--- src/rtl/io_dec_pkg.sv ---
package io_dec_pkg;

  localparam int ADDR_W = 16;
  localparam int DATA_W = 16;
  localparam int BYTE_W = DATA_W / 2;
  localparam int IDX_W  = ADDR_W - 1;
  localparam int CS_W   = 6;

  localparam logic [ADDR_W-1:0] MCFG_ADDR = 16'h8000;
  localparam logic [ADDR_W-1:0] VID_LO    = 16'h8200;
  localparam logic [ADDR_W-1:0] VID_HI    = 16'h8262;
  localparam logic [ADDR_W-1:0] DMA_LO    = 16'h8604;
  localparam logic [ADDR_W-1:0] DMA_HI    = 16'h860C;
  localparam logic [ADDR_W-1:0] SND_LO    = 16'h8800;
  localparam logic [ADDR_W-1:0] SND_HI    = 16'h88FE;
  localparam logic [ADDR_W-1:0] MFP_LO    = 16'hFA00;
  localparam logic [ADDR_W-1:0] MFP_HI    = 16'hFA3E;
  localparam logic [ADDR_W-1:0] SER_LO    = 16'hFC00;
  localparam logic [ADDR_W-1:0] SER_HI    = 16'hFC06;

  localparam int CS_MCFG = 0;
  localparam int CS_VID  = 1;
  localparam int CS_DMA  = 2;
  localparam int CS_MFP  = 3;
  localparam int CS_KBD  = 4;
  localparam int CS_MIDI = 5;

  typedef enum logic [2:0] {
    RG_NONE, RG_MCFG, RG_VID, RG_DMA, RG_SND, RG_MFP, RG_KBD, RG_MIDI
  } region_e;

  typedef enum logic [1:0] {
    SQ_IDLE, SQ_WAIT, SQ_STRB, SQ_DONE
  } snd_state_e;

  function automatic logic [CS_W-1:0] cs_of(region_e r);
    logic [CS_W-1:0] v;
    v = '0;
    case (r)
      RG_MCFG: v[CS_MCFG] = 1'b1;
      RG_VID:  v[CS_VID]  = 1'b1;
      RG_DMA:  v[CS_DMA]  = 1'b1;
      RG_MFP:  v[CS_MFP]  = 1'b1;
      RG_KBD:  v[CS_KBD]  = 1'b1;
      RG_MIDI: v[CS_MIDI] = 1'b1;
      default: v = '0;
    endcase
    return v;
  endfunction

endpackage

--- src/rtl/io_region_decode.sv ---
module io_region_decode
  import io_dec_pkg::*;
(
  input  logic [ADDR_W-1:0] addr,
  output region_e           region,
  output logic              wide
);

  logic [ADDR_W-1:0] waddr;

  always_comb begin
    waddr = {addr[ADDR_W-1:1], 1'b0};
    if (waddr == MCFG_ADDR)
      region = RG_MCFG;
    else if (waddr >= VID_LO && waddr <= VID_HI)
      region = RG_VID;
    else if (waddr >= DMA_LO && waddr <= DMA_HI)
      region = RG_DMA;
    else if (waddr >= SND_LO && waddr <= SND_HI)
      region = RG_SND;
    else if (waddr >= MFP_LO && waddr <= MFP_HI)
      region = RG_MFP;
    else if (waddr >= SER_LO && waddr <= SER_HI)
      region = waddr[2] ? RG_MIDI : RG_KBD;
    else
      region = RG_NONE;
    wide = (region == RG_VID) || (region == RG_DMA);
  end

endmodule

--- src/rtl/io_snd_sequencer.sv ---
module io_snd_sequencer
  import io_dec_pkg::*;
#(
  parameter int WAIT_CYCLES = 1
) (
  input  logic              clk,
  input  logic              rst_n,
  input  logic              start,
  input  logic              start_rd,
  input  logic              start_latch,
  input  logic [BYTE_W-1:0] start_byte,
  input  logic [BYTE_W-1:0] din,
  output logic              bdir,
  output logic              bc2,
  output logic              bc1,
  output logic [BYTE_W-1:0] dout,
  output logic [BYTE_W-1:0] cap,
  output logic              busy,
  output logic              done
);

  localparam int CNT_W = (WAIT_CYCLES > 1) ? $clog2(WAIT_CYCLES) : 1;
  localparam logic [CNT_W-1:0] CNT_LOAD = CNT_W'(WAIT_CYCLES - 1);

  snd_state_e        state_q, state_d;
  logic [CNT_W-1:0]  cnt_q, cnt_d;
  logic              rd_q, latch_q;
  logic [BYTE_W-1:0] byte_q, cap_q;
  logic              load_en, cap_en;

  always_comb begin
    state_d = state_q;
    cnt_d   = cnt_q;
    load_en = 1'b0;
    cap_en  = 1'b0;
    case (state_q)
      SQ_IDLE: if (start) begin
        load_en = 1'b1;
        cnt_d   = CNT_LOAD;
        state_d = SQ_WAIT;
      end
      SQ_WAIT: begin
        if (cnt_q == '0) state_d = SQ_STRB;
        else             cnt_d   = cnt_q - 1'b1;
      end
      SQ_STRB: begin
        cap_en  = rd_q;
        state_d = SQ_DONE;
      end
      default: state_d = SQ_IDLE;
    endcase
  end

  always_ff @(posedge clk or negedge rst_n) begin
    if (!rst_n) begin
      state_q <= SQ_IDLE;
      cnt_q   <= '0;
      rd_q    <= 1'b0;
      latch_q <= 1'b0;
      byte_q  <= '0;
      cap_q   <= '0;
    end else begin
      state_q <= state_d;
      cnt_q   <= cnt_d;
      if (load_en) begin
        rd_q    <= start_rd;
        latch_q <= start_latch;
        byte_q  <= start_byte;
      end
      if (cap_en) cap_q <= din;
    end
  end

  assign bc2  = (state_q == SQ_STRB);
  assign bdir = bc2 && !rd_q;
  assign bc1  = bc2 && (rd_q || latch_q);
  assign dout = byte_q;
  assign cap  = cap_q;
  assign busy = (state_q != SQ_IDLE);
  assign done = (state_q == SQ_DONE);

endmodule

--- src/rtl/io_read_router.sv ---
module io_read_router
  import io_dec_pkg::*;
(
  input  logic              valid,
  input  region_e           region,
  input  logic              snd_done,
  input  logic [BYTE_W-1:0] snd_cap,
  input  logic [BYTE_W-1:0] mcfg_rdata,
  input  logic [DATA_W-1:0] video_rdata,
  input  logic [DATA_W-1:0] dma_rdata,
  input  logic [BYTE_W-1:0] mfp_rdata,
  input  logic [BYTE_W-1:0] kbd_rdata,
  input  logic [BYTE_W-1:0] midi_rdata,
  output logic [DATA_W-1:0] rdata
);

  localparam logic [BYTE_W-1:0] FILL = '1;

  always_comb begin
    if (snd_done)
      rdata = {snd_cap, FILL};
    else if (!valid)
      rdata = '1;
    else begin
      case (region)
        RG_MCFG: rdata = {mcfg_rdata, FILL};
        RG_VID:  rdata = video_rdata;
        RG_DMA:  rdata = dma_rdata;
        RG_MFP:  rdata = {mfp_rdata, FILL};
        RG_KBD:  rdata = {kbd_rdata, FILL};
        RG_MIDI: rdata = {midi_rdata, FILL};
        default: rdata = '1;
      endcase
    end
  end

endmodule

--- src/rtl/io_window_decoder.sv ---
module io_window_decoder
  import io_dec_pkg::*;
#(
  parameter int WAIT_CYCLES = 1,
  parameter int DLY_W       = 4
) (
  input  logic                clk,
  input  logic                rst_n,
  input  logic                bus_req,
  input  logic                bus_ds,
  input  logic                bus_rd,
  input  logic [15:0]         bus_addr,
  input  logic [15:0]         bus_wdata,
  output logic                bus_ack,
  output logic [15:0]         bus_rdata,
  output logic                bus_vpa,
  output logic                bus_unmapped,
  output logic [DLY_W-1:0]    ack_delay,
  output logic [5:0]          per_cs,
  output logic                per_rd,
  output logic                per_wr,
  output logic [14:0]         per_index,
  output logic [15:0]         per_wdata,
  input  logic [7:0]          mcfg_rdata,
  input  logic [15:0]         video_rdata,
  input  logic [15:0]         dma_rdata,
  input  logic [7:0]          mfp_rdata,
  input  logic [7:0]          kbd_rdata,
  input  logic [7:0]          midi_rdata,
  output logic                psg_bdir,
  output logic                psg_bc2,
  output logic                psg_bc1,
  output logic [7:0]          psg_dout,
  input  logic [7:0]          psg_din
);

  localparam logic [DLY_W-1:0] SND_DELAY = DLY_W'(2 * WAIT_CYCLES);

  region_e           rgn, rgn_q;
  logic              wide;
  logic              accept, hit, snd_start, snd_busy, snd_done;
  logic [BYTE_W-1:0] snd_cap;
  logic              acc_d, acc_q;
  logic [CS_W-1:0]   cs_d, cs_q;
  logic              rd_d, rd_q, wr_d, wr_q, vpa_d, vpa_q, unm_d, unm_q;
  logic [DATA_W-1:0] wd_d, wd_q;
  logic [IDX_W-1:0]  idx_q;
  logic              unused_addr_lsb;

  assign unused_addr_lsb = bus_addr[0];

  io_region_decode u_decode (
    .addr   (bus_addr),
    .region (rgn),
    .wide   (wide)
  );

  always_comb begin
    accept    = bus_req && bus_ds && !snd_busy;
    hit       = (rgn != RG_NONE) && (rgn != RG_SND);
    snd_start = accept && (rgn == RG_SND);
    acc_d     = accept && (rgn != RG_SND);
    cs_d      = accept ? cs_of(rgn) : '0;
    rd_d      = accept && hit && bus_rd;
    wr_d      = accept && hit && !bus_rd;
    vpa_d     = accept && ((rgn == RG_KBD) || (rgn == RG_MIDI));
    unm_d     = accept && (rgn == RG_NONE);
    wd_d      = wide ? bus_wdata : {{BYTE_W{1'b0}}, bus_wdata[DATA_W-1:BYTE_W]};
  end

  always_ff @(posedge clk or negedge rst_n) begin
    if (!rst_n) begin
      acc_q <= 1'b0;
      cs_q  <= '0;
      rd_q  <= 1'b0;
      wr_q  <= 1'b0;
      vpa_q <= 1'b0;
      unm_q <= 1'b0;
      rgn_q <= RG_NONE;
      idx_q <= '0;
      wd_q  <= '0;
    end else begin
      acc_q <= acc_d;
      cs_q  <= cs_d;
      rd_q  <= rd_d;
      wr_q  <= wr_d;
      vpa_q <= vpa_d;
      unm_q <= unm_d;
      if (accept) begin
        rgn_q <= rgn;
        idx_q <= bus_addr[ADDR_W-1:1];
        wd_q  <= wd_d;
      end
    end
  end

  io_snd_sequencer #(.WAIT_CYCLES(WAIT_CYCLES)) u_snd (
    .clk         (clk),
    .rst_n       (rst_n),
    .start       (snd_start),
    .start_rd    (bus_rd),
    .start_latch (!bus_addr[1]),
    .start_byte  (bus_wdata[DATA_W-1:BYTE_W]),
    .din         (psg_din),
    .bdir        (psg_bdir),
    .bc2         (psg_bc2),
    .bc1         (psg_bc1),
    .dout        (psg_dout),
    .cap         (snd_cap),
    .busy        (snd_busy),
    .done        (snd_done)
  );

  io_read_router u_router (
    .valid       (acc_q),
    .region      (rgn_q),
    .snd_done    (snd_done),
    .snd_cap     (snd_cap),
    .mcfg_rdata  (mcfg_rdata),
    .video_rdata (video_rdata),
    .dma_rdata   (dma_rdata),
    .mfp_rdata   (mfp_rdata),
    .kbd_rdata   (kbd_rdata),
    .midi_rdata  (midi_rdata),
    .rdata       (bus_rdata)
  );

  assign bus_ack      = acc_q || snd_done;
  assign ack_delay    = snd_done ? SND_DELAY : '0;
  assign bus_vpa      = vpa_q;
  assign bus_unmapped = unm_q;
  assign per_cs       = cs_q;
  assign per_rd       = rd_q;
  assign per_wr       = wr_q;
  assign per_index    = idx_q;
  assign per_wdata    = wd_q;

endmodule

--- config.mk ---
export PLATFORM = sky130hd
export DESIGN_NAME = io_window_decoder
export DESIGN_NICKNAME = d
export VERILOG_FILES = /design/src/rtl/io_dec_pkg.sv /design/src/rtl/io_region_decode.sv /design/src/rtl/io_snd_sequencer.sv /design/src/rtl/io_read_router.sv /design/src/rtl/io_window_decoder.sv
export SDC_FILE = /design/constraint.sdc
export NUM_CORES = 1
export LEC_CHECK = 0
export ABC_AREA = 1
export ABC_CLOCK_PERIOD_IN_PS = 1700
export BUFFER_PORTS_ARGS = -buffer_cell sky130_fd_sc_hd__buf_4
export CELL_PAD_IN_SITES_DETAIL_PLACEMENT = 0
export CELL_PAD_IN_SITES_GLOBAL_PLACEMENT = 2
export CORE_MARGIN = 1
export CORE_UTILIZATION = 24
export DETAILED_ROUTE_END_ITERATION = 8
export GPL_ROUTABILITY_DRIVEN = 0
export HOLD_SLACK_MARGIN = 0.08
export PLACE_DENSITY_LB_ADDON = 0.1
export SKIP_CTS_REPAIR_TIMING = 1
export SLEW_MARGIN = 10
export SYNTH_ARGS = -nofsm -noshare
export SYNTH_HDL_FRONTEND = slang
export SYNTH_SLANG_ARGS = --single-unit
--- constraint.sdc ---
create_clock -name clk -period 1.7 [get_ports clk]
set_input_delay 0.255 -clock clk [delete_from_list [all_inputs] [get_ports clk]]
set_output_delay 0.255 -clock clk [all_outputs]
set_load 0.02 [all_outputs]
==> results by group <==
Worst setup path
  • Setup CP Type: reg -> out
  • Slowest cell delay on critical path: 420 ps
  • Crit end category: output port
  • Worst-path cell chain: ha_4 -> clkinv_2 -> o211ai_1 -> buf_4 -> a221oi_2 -> a21oi_2 -> buf_6
  • CP max-delay cell: dfrtp_1
  • CP Data Arrival Time: 1760 ps
  • Crit start category: flop
  • Crit-path max FO: 6
  • Flop2flop setup slack: 140 ps
  • Critical Path RT: 1440 ps

Yosys
  • Asr flop ratio synth: 100.0%
  • EDFF count, synth: 0
  • Yosys reg bits: 65
  • Top cell type's share of synthesized area: 45.60%
  • Synth Cell Area: 3567 sq um
  • Syn. warnings: 0
  • Cell taking the most area after synthesis: dfrtp_1
  • Register area share after synthesis: 45.60%
  • Distinct cells, synth: 36
  • Area contributors post-synth: dfrtp_1 46%, nand2_1 14%, nand3_1 5.9%
  • Mean post-synth cell area: 7.638 sq um
  • Top_reg_cell synth: dfrtp_1
  • Synthesized instance count: 467

Placed design
  • HPWL Detailed: 9.722 mm
  • PortBufs: 177
  • # placed instances: 853

Timing
  • Pins Over Slew Limit: 0
  • Endpoints failing setup: 18
  • Fin Clk Skew: 4.859 ps
  • Final Hold Violating Endpoints: 0
  • RSZ-0062 raised after global routing: yes
  • Setup TNS: -4650 ps
  • Max Fclk: 495.3 MHz
  • Final period util: 118.8%
  • Min cycle time layout: 2019 ps
  • Setup WS post-layout: -318.9 ps

CTS
  • H-tree Lvls: 3
  • Worst-Skew Late Latency: 330 ps
  • CTS tree: yes
  • Clock Pin Slew Worst Setup and Hold Paths: 50 ps
  • Max clock buf depth: 2
  • TritonCTS Buffers: 9
  • CTS root buf: clkbuf_16
  • Clock sink count: 65

Detailed routing
  • WL/cell: 14.51 um
  • Via count: 3,854
  • DRC viols: 0
  • WL final: 12.72 mm
  • Antenna-violating nets left: 0
  • Initial DRC count: 115
  • Drt via density: 4.395
  • DR pass1 iterations: 4

Die
  • Die W: 123.9 um
  • Starting Density: 24.54%
  • Rows: 44
  • Die Footprint: 15,350 sq um
  • Die height: 123.9 um
  • I/O pins: 182
  • Core Region: 14,530 sq um

Global routing
  • First-pass GRT wire length: 18.68 mm
  • Initial antenna violation count: 0
  • Vias in the first global route: 3,662
  • Largest net degree at the start of global routing: 45
  • Total GRT Usage: 16.21%
  • Grt ovf: 0

Outcome
  • Failing checks: negative setup slack
  • Status: finished, violations left

Cells and area
  • Fin cells: 877
  • Area delta synth->final: 67.66%
  • N_diodes: 0
  • Share of layout cells above drive strength 1: 43.43%
  • Utilization after layout: 41.15%
  • Fill cells: 1,518
  • Fin nets: 801

Power
  • Tot Pwr: 6238 uW
  • Static leakage: 0.003056 uW
  • Worst IR Drop VDD: 596.6 uV
  • PD cells: 1043 nW/um^2

Min path
  • Path category of the worst min-delay check: in -> reg

Job
  • Max Cap Viol: 0
## worst max-delay path, delay by kind of cell, from the launching register on
kind                       cells  cell delay (ps)
DFF                            1              420
buffers and inverters          3              400
adders and majority gates      1              180
AOI/OAI and AO/OA              3              440
## flip-flops by register name, summed over array words and instances, names as in the netlist
name and flops:
acc_q 1, u_snd.dout 8, u_snd.latch_q 1, per_cs 6, bus_unmapped 1, u_snd.cap 8
u_snd.state_q 2, bus_vpa 1, per_index 15, per_rd 1, u_snd.rd_q 1, per_wdata 16
rgn_q 3, per_wr 1
## synth_stat cells (4+ instances only)
library cell    n
nand2_1       137
o21ai_0        32
a31oi_1         5
ha_1            4
o21ai_1         5
nor2_1         39
buf_4           6
dfrtp_1        65
a221oi_1        5
nand4_1         5
clkbuf_1        8
inv_1          50
mux2_2          8
nand3_1        42
a21oi_1        21
## final cells by class
class                      count  area, sq um  area share [%]
sequential                    65         1629           27.24
timing repair inverter         1        5.005         0.08368
tap                          184        230.2           3.849
clock buffer                  14        264.0           4.414
timing repair buffer         225         1788           29.90
inverter                      53        209.0           3.494
multi-input combinational    333         1843           30.82
clock inverter                 2        12.51          0.2092
## per-stage QoR
step,setup WS [ps],hold WS [ps],cell area [sq um]
6_report,-318.9,159.0,5981
4_1_cts,-496.6,-139.7,5705
3_5_place_dp,-136.0,217.5,5429
5_1_grt,-406.4,145.9,5981
3_3_place_gp,-100.5,214.0,5429
2_1_floorplan,23.79,-40.59,3626
## worst paths after layout
kind / cells past startpoint / from / to
max: 7 / u_snd.state_q[0]$_DFFE_PN0P_ / bus_rdata[14]
min: 2 / bus_addr[1] / u_snd.latch_q$_DFFE_PN0P_
max reg2reg: 9 / u_snd.state_q[0]$_DFFE_PN0P_ / per_cs[0]$_DFF_PN0_
min reg2reg: 2 / per_index[3]$_DFFE_PN0P_ / per_index[3]$_DFFE_PN0P_
max in group asynchronous: 3 / rst_n / u_snd.dout[5]$_DFFE_PN0P_
min in group asynchronous: 2 / rst_n / u_snd.cap[2]$_DFFE_PN0P_
## per-layer routing
metal / vias to the layer above / part of all wire (%) / GRT usage (%)
met4: 0 / 1.0 / 4.688
met3: 12 / 8.9 / 4.625
met5: - / 0 / 0
met1: 1744 / 45 / 20.82
li1: 1960 / - / -
met2: 138 / 45 / 26.39
## power breakdown
group / internal, uW / switching, uW / leakage [uW]
logic: 1100 / 1310 / 0.00208
registers: 1890 / 215 / 0.000845
clock network: 1070 / 655 / 0.000133
total: 4060 / 2180 / 0.00306
## cell usage in the layout (no fill, tap or decap), types with 2 or more instances in the layout
cell	count
buf_4	205
nand2_1	134
a221oi_2	4
a41oi_2	2
buf_6	15
o21ai_0	32
clkbuf_16	9
clkinvlp_4	2
buf_12	3
clkbuf_1	3
clkinv_2	2
nor2_1	38
ha_4	3
a31oi_2	5
dlygate4sd3_1	2
clkbuf_8	2
nor2_2	4
nand2_2	4
conb_1	3
inv_2	7
nor3_1	3
inv_1	42
nor2_4	2
dfrtp_1	63
nand3_2	12
a21oi_1	19
mux2_2	8
a22o_1	2
nand3_1	32
a22oi_1	3
nand4_1	5
nor3b_2	2
a21oi_2	2
o21ai_1	5
dfrtp_2	2
## cell families after synthesis
logic type | count (synthesis) | share of synthesized area [%]
AO/OA/AOI/OAI | 77 | 12.28
multiplexers | 8 | 2.526
flip-flops | 65 | 45.60
other | 1 | 0.1051
adder cells (fa/ha/maj) | 4 | 1.403
buffers and inverters | 71 | 8.418
AND/OR/NAND/NOR | 241 | 29.67
Power figures use the tool's default switching activity.
